## src/rtl/sfb_pkg.sv

```systemverilog
// Shared types for the SPI word buffer.
// Assumes: control fields are packed from bit 5 down to bit 0.
package sfb_pkg;
    typedef struct packed {
        logic tx_mark;   // bit 5: transmit watermark select
        logic rx_mark;   // bit 4: receive watermark select
        logic int_clr;   // bit 3: interrupt-clear mode (stored only)
        logic ne_ie;     // bit 2: transmit watermark interrupt enable
        logic nf_ie;     // bit 1: receive watermark interrupt enable
        logic fifo_on;   // bit 0: buffering mode
    } ctrl_t;
endpackage

```

## src/rtl/sfb_ctrl.sv

```systemverilog
// Control register: bit 0 always writable, bits 5:1 writable only while
// bit 0 is already set. Emits a flush pulse when buffering mode is left.
// Assumes: one write strobe per cycle, synchronous active-low reset.
module sfb_ctrl
    import sfb_pkg::*;
(
    input  logic       clk,
    input  logic       rst_n,
    input  logic       wr,
    input  logic [7:0] wdata,
    output ctrl_t      ctrl,
    output logic       flush
);
    logic [5:0] bits_q;

    // Register update with the lock on the upper fields.
    always_ff @(posedge clk) begin
        if (!rst_n) begin
            bits_q <= '0;
        end else if (wr) begin
            if (bits_q[0]) bits_q <= wdata[5:0];
            else           bits_q[0] <= wdata[0];
        end
    end

    assign ctrl  = ctrl_t'(bits_q);
    // Leaving buffering mode empties both queues.
    assign flush = wr && bits_q[0] && !wdata[0];

    p_lock_r2: assert property (@(posedge clk) disable iff (!rst_n)
        (wr && !bits_q[0]) |=> (bits_q[5:1] == $past(bits_q[5:1])));
    p_bit0_r2: assert property (@(posedge clk) disable iff (!rst_n)
        wr |=> (bits_q[0] == $past(wdata[0])));
endmodule

```

## src/rtl/sfb_fifo.sv

```systemverilog
// Word queue with a run-time capacity limit, sticky overflow and flush.
// Assumes: DEPTH >= 2; cap never exceeds DEPTH; pops on empty are ignored.
module sfb_fifo #(
    parameter int W     = 16,
    parameter int DEPTH = 4,
    localparam int CNT_W = $clog2(DEPTH + 1),
    localparam int PTR_W = $clog2(DEPTH)
) (
    input  logic             clk,
    input  logic             rst_n,
    input  logic             flush,
    input  logic [CNT_W-1:0] cap,
    input  logic             push,
    input  logic [W-1:0]     din,
    input  logic             pop,
    output logic [W-1:0]     head,
    output logic [CNT_W-1:0] count,
    output logic             ovf
);
    logic [W-1:0]     mem [DEPTH];
    logic [PTR_W-1:0] wr_ptr, rd_ptr;
    logic             do_push, do_pop;

    function automatic logic [PTR_W-1:0] nxt(input logic [PTR_W-1:0] p);
        return (p == PTR_W'(DEPTH - 1)) ? '0 : p + 1'b1;
    endfunction

    assign do_push = push && (count < cap) && !flush;
    assign do_pop  = pop && (count != '0) && !flush;
    assign head    = mem[rd_ptr];

    // Storage write on an accepted push.
    always_ff @(posedge clk) begin
        if (do_push) mem[wr_ptr] <= din;
    end

    // Pointer, occupancy and overflow tracking.
    always_ff @(posedge clk) begin
        if (!rst_n || flush) begin
            wr_ptr <= '0;
            rd_ptr <= '0;
            count  <= '0;
            ovf    <= 1'b0;
        end else begin
            if (do_push) wr_ptr <= nxt(wr_ptr);
            if (do_pop)  rd_ptr <= nxt(rd_ptr);
            count <= count + CNT_W'(do_push) - CNT_W'(do_pop);
            if (push && !do_push) ovf <= 1'b1;
        end
    end

    p_drop_full_r3: assert property (@(posedge clk) disable iff (!rst_n)
        (push && !pop && !flush && count >= cap) |=> (count == $past(count) && ovf));
    p_ovf_sticky_r3: assert property (@(posedge clk) disable iff (!rst_n)
        (ovf && !flush) |=> ovf);
    p_pop_empty_r9: assert property (@(posedge clk) disable iff (!rst_n)
        (pop && !push && count == '0) |=> (count == '0));
    p_flush_r10: assert property (@(posedge clk) disable iff (!rst_n)
        flush |=> (count == '0 && !ovf));
endmodule

```

## src/rtl/sfb_flags.sv

```systemverilog
// Flag and interrupt logic derived from the current occupancy.
// Assumes: occupancy counts are in words; thresholds are given in bits.
module sfb_flags
    import sfb_pkg::*;
#(
    parameter int W          = 16,
    parameter int DEPTH      = 4,
    parameter int TX_LO_BITS = 16,
    parameter int TX_HI_BITS = 32,
    parameter int RX_LO_BITS = 32,
    parameter int RX_HI_BITS = 48,
    localparam int CNT_W     = $clog2(DEPTH + 1),
    localparam int BITS_W    = $clog2(DEPTH * W + 1)
) (
    input  ctrl_t            ctrl,
    input  logic             txe_ie,
    input  logic             rxf_ie,
    input  logic [CNT_W-1:0] tx_cnt,
    input  logic [CNT_W-1:0] rx_cnt,
    output logic             tx_empty,
    output logic             rx_full,
    output logic             tx_near_empty,
    output logic             rx_near_full,
    output logic             irq
);
    logic [BITS_W-1:0] tx_bits, rx_bits;

    // Occupancy in bits and the four level flags.
    always_comb begin
        tx_bits       = BITS_W'(tx_cnt) * BITS_W'(W);
        rx_bits       = BITS_W'(rx_cnt) * BITS_W'(W);
        tx_empty      = (tx_cnt == '0);
        rx_full       = ctrl.fifo_on ? (rx_cnt == CNT_W'(DEPTH)) : (rx_cnt != '0);
        tx_near_empty = ctrl.fifo_on &&
            (tx_bits <= BITS_W'(ctrl.tx_mark ? TX_LO_BITS * 2 : TX_LO_BITS));
        rx_near_full  = ctrl.fifo_on &&
            (rx_bits >= BITS_W'(ctrl.rx_mark ? RX_LO_BITS : RX_HI_BITS));
    end

    // Combined interrupt request.
    assign irq = (rx_full && rxf_ie) || (tx_empty && txe_ie) ||
                 (tx_near_empty && ctrl.ne_ie) || (rx_near_full && ctrl.nf_ie);

    initial assert (TX_HI_BITS == 2 * TX_LO_BITS);
endmodule

```

## src/rtl/spi_fifo_buf.sv

```systemverilog
// SPI word buffer top: control register, transmit and receive queues,
// and flag/interrupt logic. Capacity is four words in buffering mode and
// one word otherwise. rx_data is registered on an accepted CPU pop.
// Assumes: synchronous active-low reset; all strobes are single-cycle.
module spi_fifo_buf
    import sfb_pkg::*;
#(
    parameter int W     = 16,
    parameter int DEPTH = 4,
    localparam int CNT_W = $clog2(DEPTH + 1)
) (
    input  logic         clk,
    input  logic         rst_n,
    input  logic         cfg_wr,
    input  logic [7:0]   cfg_wdata,
    output logic [7:0]   cfg_rdata,
    input  logic         tx_push,
    input  logic [W-1:0] tx_data,
    input  logic         rx_pop,
    output logic [W-1:0] rx_data,
    input  logic         sh_tx_pop,
    output logic [W-1:0] sh_tx_data,
    input  logic         sh_rx_push,
    input  logic [W-1:0] sh_rx_data,
    input  logic         txe_ie,
    input  logic         rxf_ie,
    output logic         tx_empty,
    output logic         rx_full,
    output logic         tx_near_empty,
    output logic         rx_near_full,
    output logic         tx_ovf,
    output logic         rx_ovf,
    output logic         irq
);
    ctrl_t            ctrl;
    logic             flush;
    logic [CNT_W-1:0] cap, tx_cnt, rx_cnt;
    logic [W-1:0]     rx_head;

    sfb_ctrl u_ctrl (
        .clk(clk), .rst_n(rst_n), .wr(cfg_wr), .wdata(cfg_wdata),
        .ctrl(ctrl), .flush(flush)
    );

    assign cfg_rdata = {2'b00, 6'(ctrl)};
    assign cap       = ctrl.fifo_on ? CNT_W'(DEPTH) : CNT_W'(1);

    sfb_fifo #(.W(W), .DEPTH(DEPTH)) u_txq (
        .clk(clk), .rst_n(rst_n), .flush(flush), .cap(cap),
        .push(tx_push), .din(tx_data), .pop(sh_tx_pop),
        .head(sh_tx_data), .count(tx_cnt), .ovf(tx_ovf)
    );

    sfb_fifo #(.W(W), .DEPTH(DEPTH)) u_rxq (
        .clk(clk), .rst_n(rst_n), .flush(flush), .cap(cap),
        .push(sh_rx_push), .din(sh_rx_data), .pop(rx_pop),
        .head(rx_head), .count(rx_cnt), .ovf(rx_ovf)
    );

    sfb_flags #(.W(W), .DEPTH(DEPTH)) u_flags (
        .ctrl(ctrl), .txe_ie(txe_ie), .rxf_ie(rxf_ie),
        .tx_cnt(tx_cnt), .rx_cnt(rx_cnt),
        .tx_empty(tx_empty), .rx_full(rx_full),
        .tx_near_empty(tx_near_empty), .rx_near_full(rx_near_full),
        .irq(irq)
    );

    // Capture the oldest receive word on an accepted CPU pop.
    always_ff @(posedge clk) begin
        if (!rst_n)                          rx_data <= '0;
        else if (rx_pop && rx_cnt != '0 && !flush) rx_data <= rx_head;
    end

    p_rx_hold_r9: assert property (@(posedge clk) disable iff (!rst_n)
        (rx_cnt == '0) |=> $stable(rx_data));
    p_rx_pop_r11: assert property (@(posedge clk) disable iff (!rst_n)
        (rx_pop && rx_cnt != '0 && !flush) |=> (rx_data == $past(rx_head)));
    p_single_cap_r4: assert property (@(posedge clk) disable iff (!rst_n)
        (!ctrl.fifo_on && !cfg_wr) |=> (tx_cnt <= CNT_W'(1) && rx_cnt <= CNT_W'(1)));
endmodule

```

## config.mk

```make
export PLATFORM = sky130hd
export DESIGN_NAME = spi_fifo_buf
export DESIGN_NICKNAME = d
export VERILOG_FILES = /design/src/rtl/sfb_pkg.sv /design/src/rtl/sfb_ctrl.sv /design/src/rtl/sfb_fifo.sv /design/src/rtl/sfb_flags.sv /design/src/rtl/spi_fifo_buf.sv
export SDC_FILE = /design/constraint.sdc
export NUM_CORES = 1
export LEC_CHECK = 0
export BUFFER_PORTS_ARGS = -buffer_cell sky130_fd_sc_hd__buf_4
export CAP_MARGIN = 10
export CORE_AREA = 2 2 109 111
export CTS_CLUSTER_DIAMETER = 120
export DETAILED_ROUTE_END_ITERATION = 10
export DIE_AREA = 0 0 111 113
export PLACE_DENSITY = 0.79
export SLEW_MARGIN = 20
export SYNTH_ARGS = -nofsm -noshare
export SYNTH_HDL_FRONTEND = slang
export SYNTH_SLANG_ARGS = --single-unit
```

## constraint.sdc

```tcl
create_clock -name clk -period 6.6 [get_ports clk]
set_input_delay 0.33 -clock clk [delete_from_list [all_inputs] [get_ports clk]]
set_output_delay 0.33 -clock clk [all_outputs]
set_load 0.02 [all_outputs]
```

==> results of run 1 <==
## cell families after synthesis
kind of cell             Yosys count  synth area share (%)
AO/OA/AOI/OAI                     35                  3.86
XOR/XNOR                           3                 0.395
adder cells (fa/ha/maj)           21                  4.18
buffers and inverters             34                  2.58
flip-flops                       168                  69.9
multiplexers                      38                  11.7
other                              1                0.0564
AND/OR/NAND/NOR                   91                  7.30
## report_power, final
part           total, uW  switching (uW)  internal [uW]
clock                996             389            607
combinational        749             397            352
sequential          1370            89.6           1280
## flip-flops by register name (all words and copies together) (netlist names), named ones only
signal	flops
u_txq.wr_ptr	2
u_rxq.mem	64
u_rxq.count	3
u_rxq.wr_ptr	2
u_rxq.rd_ptr	2
u_rxq.ovf	1
u_txq.mem	64
u_txq.count	3
u_txq.rd_ptr	2
u_ctrl.ctrl	6
u_txq.ovf	1
rx_data	16
## layer usage
metal	global-route usage, %	part of all wire, %
met1	23.7	40
met3	6.21	4.7
met4	7.00	1.2
met2	37.7	54
met5	0	0
## synthesized netlist by cell type (all sizes together), types with 4 or more instances
master  instances  share of area [%]
clkbuf          5               0.28
edfxtp        128                 58
inv            14               0.79
ha             19                3.6
mux4           32                 11
nor3            4               0.30
buf            14                1.4
dfxtp          40                 12
nand3           9               0.68
nor2           15                1.0
mux2i           6               0.90
a21boi         21                2.4
nand2          43                2.4
and2            8               0.90
## per-stage QoR
stage          setup WS, ps  cell area, sq um
2_1_floorplan          4150              6650
3_3_place_gp           3410              7410
3_5_place_dp           3320              7410
4_1_cts                3310              8010
5_1_grt                3060              8010
6_report               3330              8010
## worst max-delay path by stage
stage	startpoint	depth (start not counted)	endpoint
2_1_floorplan	u_ctrl.ctrl[0]	10	u_rxq.count[2]
3_3_place_gp	u_ctrl.ctrl[0]	11	u_rxq.count[2]
3_5_place_dp	u_ctrl.ctrl[0]	11	u_rxq.count[2]
4_1_cts	u_ctrl.ctrl[0]	11	u_rxq.count[2]
5_1_grt	u_ctrl.ctrl[0]	11	u_rxq.count[2]
6_report	u_ctrl.ctrl[0]	11	u_rxq.count[2]
## area by class of cell
cell class                      count  share of cell area, %
Timing Repair Buffer               93                   8.71
Sequential cell                   168                   58.0
Tap cell                          143                   2.23
Inverter                           15                  0.703
Clock buffer                       22                   5.67
Multi-Input combinational cell    190                   22.9
Clock inverter                     10                   1.81
==> flow_metrics.env, run 1 <==
export IMPL_syn_inst=391
export IMPL_dpl_cell_count=609
export IMPL_die_width_um=111
export IMPL_ios=96
export IMPL_final_min_clock_period_ps=3270
export IMPL_tns_ps=0
export IMPL_clkSlewWorstSetupHoldPaths_ps=60
export IMPL_final_common_cell="edfxtp_1"
export IMPL_yosys_warnings=0
export IMPL_fin_crit_sh_pct=49.5
export IMPL_critPathCaptureType="register"
export IMPL_hold_path_endpoint="u_rxq.mem[2][4]"
export IMPL_first_pass_iters=4
export IMPL_numCtsBuffers=17
export IMPL_post_cts_buffers=0
export IMPL_ff_latch_area_sq_um=4650
export IMPL_grt_max_degree=31
export IMPL_fin_util_pct=71.1
export IMPL_critical_path_required_ps=6880
export IMPL_antenna_found_initial=0
export IMPL_worstMarginPinSlew_ps=905
export IMPL_synthFlopType="edfxtp_1"
export IMPL_r2r_end="u_rxq.count[2]"
export IMPL_cts_resized=0
export IMPL_gp_congestion=0.725
export IMPL_numPortBuffers=91
export IMPL_outcome="complete, no violations"
export IMPL_timing_hold_ws_ps=105
export IMPL_drive_gt1_share_pct=34.3
export IMPL_max_freq_mhz=306
export IMPL_ir_drop_mv=0.236
export IMPL_slew_headroom_pct=39.6
export IMPL_n_fill_cell=721
export IMPL_dieArea_sq_um=12500
export IMPL_initialDrtViolationCount=198
export IMPL_grt_pass1_wl_mm=19.5
export IMPL_p_per_area_nw_per_um2=389
export IMPL_critPathKind="register to register"
export IMPL_drv_cap=0
export IMPL_routed_wl_mm=12.1
export IMPL_fin_cells=641
export IMPL_drc=0
export IMPL_finalPower_uw=3120
export IMPL_ys_types=40
export IMPL_cpMaxStageDelayCell="dfxtp_1"
export IMPL_cts_buffer_depth=2
export IMPL_hold_viol=0
export IMPL_rsz0062_at_grt="no"
export IMPL_die_y_um=113
export IMPL_crit_chain="nand3b_4, nand3b_1, buf_4, clkinv_1, ha_1, inv_1, ha_1, inv_1, fa_1, xor2_1, nor2_1"
export IMPL_crit_arrival_ps=3550
export IMPL_ys_ff_latch=168
export IMPL_netlist_area_sq_um=6650
export IMPL_area_delta_synth_final_pct=20.6
export IMPL_synthArstFlopShare_pct=0
export IMPL_cts_root_buf="clkbuf_16"
export IMPL_finalMaxSlewViolations=0
export IMPL_skew_ps=9.08
export IMPL_num_nets_final=555
export IMPL_synth_avg_cell_area_sq_um=17.0
export IMPL_finalSetupViolations=0
export IMPL_cp_start_kind="register"
export IMPL_track_usage_pct=20.8
export IMPL_ant_nets=0
export IMPL_reg2reg_slack_ps=3330
export IMPL_path_buf_inv=4
export IMPL_ys_seq_area_share_pct=69.9
export IMPL_worstHoldStart="sh_rx_data[4]"
export IMPL_detail_route_wl_per_cell_um=19.0
export IMPL_clock_latency_ps=420
export IMPL_r2r_start="u_ctrl.ctrl[0]"
export IMPL_num_vias=3544
export IMPL_antenna_cells=0
export IMPL_holdBufCountCts=0
export IMPL_multi_input_area_sq_um=1830
export IMPL_critPathMaxStageDelay_ps=670
export IMPL_core_area_sq_um=11300
export IMPL_crit_family="adder cells"
export IMPL_row_count=39
export IMPL_synth_edf_count=128
export IMPL_cts_tree="done"
export IMPL_p_leak_uw=0.00289
export IMPL_min_path_cells=1
export IMPL_dpl_hpwl_mm=7.75
export IMPL_initial_core_util_pct=59.0
export IMPL_final_cell_mix="128 x edfxtp_1, 93 x buf_4, 43 x nand2_1"
export IMPL_h_tree_depth=4
export IMPL_overflow=0
export IMPL_post_drt_via_cell_ratio=5.53
export IMPL_r2r_cells=11
export IMPL_hold_path_class="primary input to register"
export IMPL_clock_sinks=168
export IMPL_worstPathMaxFanout=20
export IMPL_grt_pass1_vias=3778
Note: power is estimated with default switching activity, not from simulation.
==> run 2, diff against run 1 <==
--- a/config.mk
+++ b/config.mk
@@ -5,13 +5,14 @@
 export SDC_FILE = /design/constraint.sdc
 export NUM_CORES = 1
 export LEC_CHECK = 0
+export ABC_AREA = 1
 export BUFFER_PORTS_ARGS = -buffer_cell sky130_fd_sc_hd__buf_4
 export CAP_MARGIN = 10
-export CORE_AREA = 2 2 109 111
+export CORE_AREA = 2 2 114 116
 export CTS_CLUSTER_DIAMETER = 120
 export DETAILED_ROUTE_END_ITERATION = 10
-export DIE_AREA = 0 0 111 113
-export PLACE_DENSITY = 0.79
+export DIE_AREA = 0 0 116 118
+export PLACE_DENSITY = 0.76
 export SLEW_MARGIN = 20
 export SYNTH_ARGS = -nofsm -noshare
 export SYNTH_HDL_FRONTEND = slang
==> constraint.sdc (replaced) <==
create_clock -name clk -period 3.2 [get_ports clk]
set_input_delay 0.16 -clock clk [delete_from_list [all_inputs] [get_ports clk]]
set_output_delay 0.16 -clock clk [all_outputs]
set_load 0.02 [all_outputs]
==> run 2 against run 1 <==
  * Setup slack worse by 2600 ps
  * Final area increased by 8.4%
  * Final cell count is 50% higher
  * Routed wire length grew 19%
  * Sequential power rose by 110%
  * Synthesized cell count up 65%
  * Flip-flop and latch count unchanged
  * Combinational power increased to 2.7 times the previous value
  * Die area grew 9.1%
  * Critical endpoint is now u_txq.count[2]
==> flow_metrics.env, run 2 <==
export IMPL_outcome="complete, no violations"
export IMPL_groute_layer_met2_usage_pct=39.4
export IMPL_yosys_warnings=0
export IMPL_track_usage_pct=22.0
export IMPL_num_vias=4903
export IMPL_die_y_um=118
export IMPL_cts_buffer_depth=2
export IMPL_initialDrtViolationCount=428
export IMPL_critPathKind="register to register"
export IMPL_grt_max_degree=38
export IMPL_post_cts_buffers=0
export IMPL_synth_commonest_cells="172 x nor2_1, 128 x edfxtp_1, 79 x nand2_1, 71 x o21ai_0, 57 x inv_1"
export IMPL_hold_viol=0
export IMPL_cts_root_buf="clkbuf_16"
export IMPL_synthMostInstantiatedCell="nor2_1"
export IMPL_initial_core_util_pct=55.6
export IMPL_crit_family="adder cells"
export IMPL_finalPower_uw=6850
export IMPL_drc=0
export IMPL_ff_latch_area_sq_um=4640
export IMPL_clock_sinks=168
export IMPL_finalMaxSlewViolations=0
export IMPL_synthTopCellsByArea="edfxtp_1 56%, dfxtp_1 12%, nor2_1 9.3%"
export IMPL_hold_path_class="primary input to register"
export IMPL_yosys_area_top_type="edfxtp_1"
export IMPL_antenna_cells=0
export IMPL_worstPathMaxFanout=10
export IMPL_synth_edf_count=128
export IMPL_grt_pass1_vias=4839
export IMPL_ys_types=29
export IMPL_detail_route_wl_per_cell_um=15.1
export IMPL_final_cell_mix="172 x nor2_1, 128 x edfxtp_1, 102 x buf_4"
export IMPL_critical_path_required_ps=3510
export IMPL_ir_drop_mv=0.432
export IMPL_gr_usage_met3_pct=6.49
export IMPL_ios=96
export IMPL_drv_cap=0
export IMPL_path_buf_inv=2
export IMPL_synth_avg_cell_area_sq_um=10.7
export IMPL_largestRegisters="u_rxq.mem (64), u_txq.mem (64), rx_data (16)"
export IMPL_antenna_found_initial=0
export IMPL_max_freq_mhz=408
export IMPL_worstMarginPinSlew_ps=925
export IMPL_first_pass_iters=4
export IMPL_ys_ff_latch=168
export IMPL_multi_input_area_sq_um=1900
export IMPL_area_delta_synth_final_pct=25.8
export IMPL_cpMaxStageDelayCell="dfxtp_1"
export IMPL_skew_ps=9.16
export IMPL_grt_busiest_layer="met2"
export IMPL_fin_crit_sh_pct=76.6
export IMPL_numPortBuffers=91
export IMPL_overflow=0
export IMPL_gp_congestion=0.767
export IMPL_crit_chain="inv_1, ha_1, nand2_1, nand2_2, inv_1, ha_1, fa_1, xnor2_1, xor2_1, nor2_1"
export IMPL_synth_top_area_share_pct=55.6
export IMPL_routed_wl_mm=14.5
export IMPL_hold_path_endpoint="u_rxq.ovf"
export IMPL_dpl_hpwl_mm=8.53
export IMPL_worstHoldStart="sh_rx_push"
export IMPL_critPathMaxStageDelay_ps=480
export IMPL_cts_tree="done"
export IMPL_crit_start="u_ctrl.ctrl[0]"
export IMPL_drive_gt1_share_pct=18.0
export IMPL_use_met1_pct=24.1
export IMPL_clock_latency_ps=430
export IMPL_post_drt_via_cell_ratio=5.10
export IMPL_ant_nets=0
export IMPL_critPathCaptureType="register"
export IMPL_r2r_cells=10
export IMPL_r2r_end="u_txq.count[2]"
export IMPL_clkSlewWorstSetupHoldPaths_ps=60
export IMPL_netlist_area_sq_um=6910
export IMPL_reg2reg_slack_ps=750
export IMPL_p_leak_uw=0.00356
export IMPL_slew_headroom_pct=38.3
export IMPL_synthFlopType="edfxtp_1"
export IMPL_final_min_clock_period_ps=2450
export IMPL_fin_cells=961
export IMPL_cp_start_kind="register"
export IMPL_min_path_cells=3
export IMPL_core_area_sq_um=12400
export IMPL_tns_ps=0
export IMPL_final_common_cell="nor2_1"
export IMPL_rsz0062_at_grt="no"
export IMPL_h_tree_depth=4
export IMPL_r2r_start="u_ctrl.ctrl[0]"
export IMPL_grt_pass1_wl_mm=22.7
export IMPL_p_per_area_nw_per_um2=788
export IMPL_dieArea_sq_um=13700
export IMPL_ys_seq_area_share_pct=67.2
export IMPL_row_count=41
export IMPL_num_nets_final=846
export IMPL_dpl_cell_count=893
export IMPL_n_fill_cell=897
export IMPL_die_width_um=116
export IMPL_synthArstFlopShare_pct=0
export IMPL_finalSetupViolations=0
export IMPL_crit_arrival_ps=2760
export IMPL_syn_inst=644
export IMPL_numCtsBuffers=17
## run 2: cell count changes in the layout (fill, tap and decap cells not counted), sizes merged, moves of 6 or more
| cell | delta |
|---|---|
| nor2 | +159 |
| mux2i | -6 |
| a21boi | -21 |
| o21ai | +68 |
| dlygate4sd3 | +36 |
| mux4 | -32 |
| buf | +9 |
| nand2 | +40 |
| inv | +47 |
| o22ai | +16 |
| a21oi | +7 |
| and2 | -7 |
## run 2: metrics by stage
stage / utilization, % / hold WS [ps] / area [sq um] / worst slack [ps]
after floorplan: - / 259 / 6910 / 834
after global placement: 62.4 / 357 / 7750 / 823
after detailed placement: 62.4 / 363 / 7750 / 742
after CTS: 70.0 / 8.26 / 8690 / 725
after global routing: 70.0 / 17.1 / 8690 / 560
final: 70.0 / 21.3 / 8690 / 748
## run 2: cell families (layout without fill, tap and decap cells)
kind of cell             Yosys count  in the layout  share of synthesized area (%)
XOR/XNOR                           3              3                          0.380
buffers and inverters             85            229                           5.29
flip-flops                       168            168                           67.2
adder cells (fa/ha/maj)           21             21                           4.02
AND/OR/NAND/NOR                  268            268                           15.6
AO/OA/AOI/OAI                     98             98                           7.43
other                              1              2                         0.0543
## run 2: cell type report
cell class / count / area share, %
Clock buffer: 18 / 4.94
Clock inverter: 14 / 1.71
Inverter: 59 / 2.55
Multi-Input combinational cell: 392 / 21.9
Sequential cell: 168 / 53.5
Tap cell: 172 / 2.48
Timing Repair Buffer: 138 / 13.0
## run 2: where the power goes
| part | leakage, uW | total, uW | internal, uW | switching (uW) |
|---|---|---|---|---|
| logic | 0.00179 | 2040 | 762 | 1280 |
| registers | 0.00149 | 2830 | 2680 | 150 |
| clock network | 0.000278 | 1980 | 1150 | 824 |
## run 2: how the worst max path moves through the flow
stage	end	slack [ps]	depth (start not counted)
5_1_grt	u_rxq.count[2]	560	12
3_3_place_gp	u_rxq.count[2]	820	12
6_report	u_txq.count[2]	750	10
2_1_floorplan	u_rxq.mem[0][0]	830	7
3_5_place_dp	u_rxq.count[2]	740	12
4_1_cts	u_rxq.count[2]	720	12
## run 2: worst min-delay path, stage by stage
cell     delay (ps)
buf_4           120
nand2_1          70
a21oi_1          50
## run 2: routing by layer
metal	routed length, um	part of all wire (%)
met5	0	0
met1	5740	40
met4	246	1.7
met3	733	5.1
met2	7770	54
## run 2: what timing repair did
item                                   in CTS  in global routing
endpoints found under the hold margin     132                  0
hold buffers                               36                  0
resized for setup                           0                  0
setup endpoints to repair                   0                  0
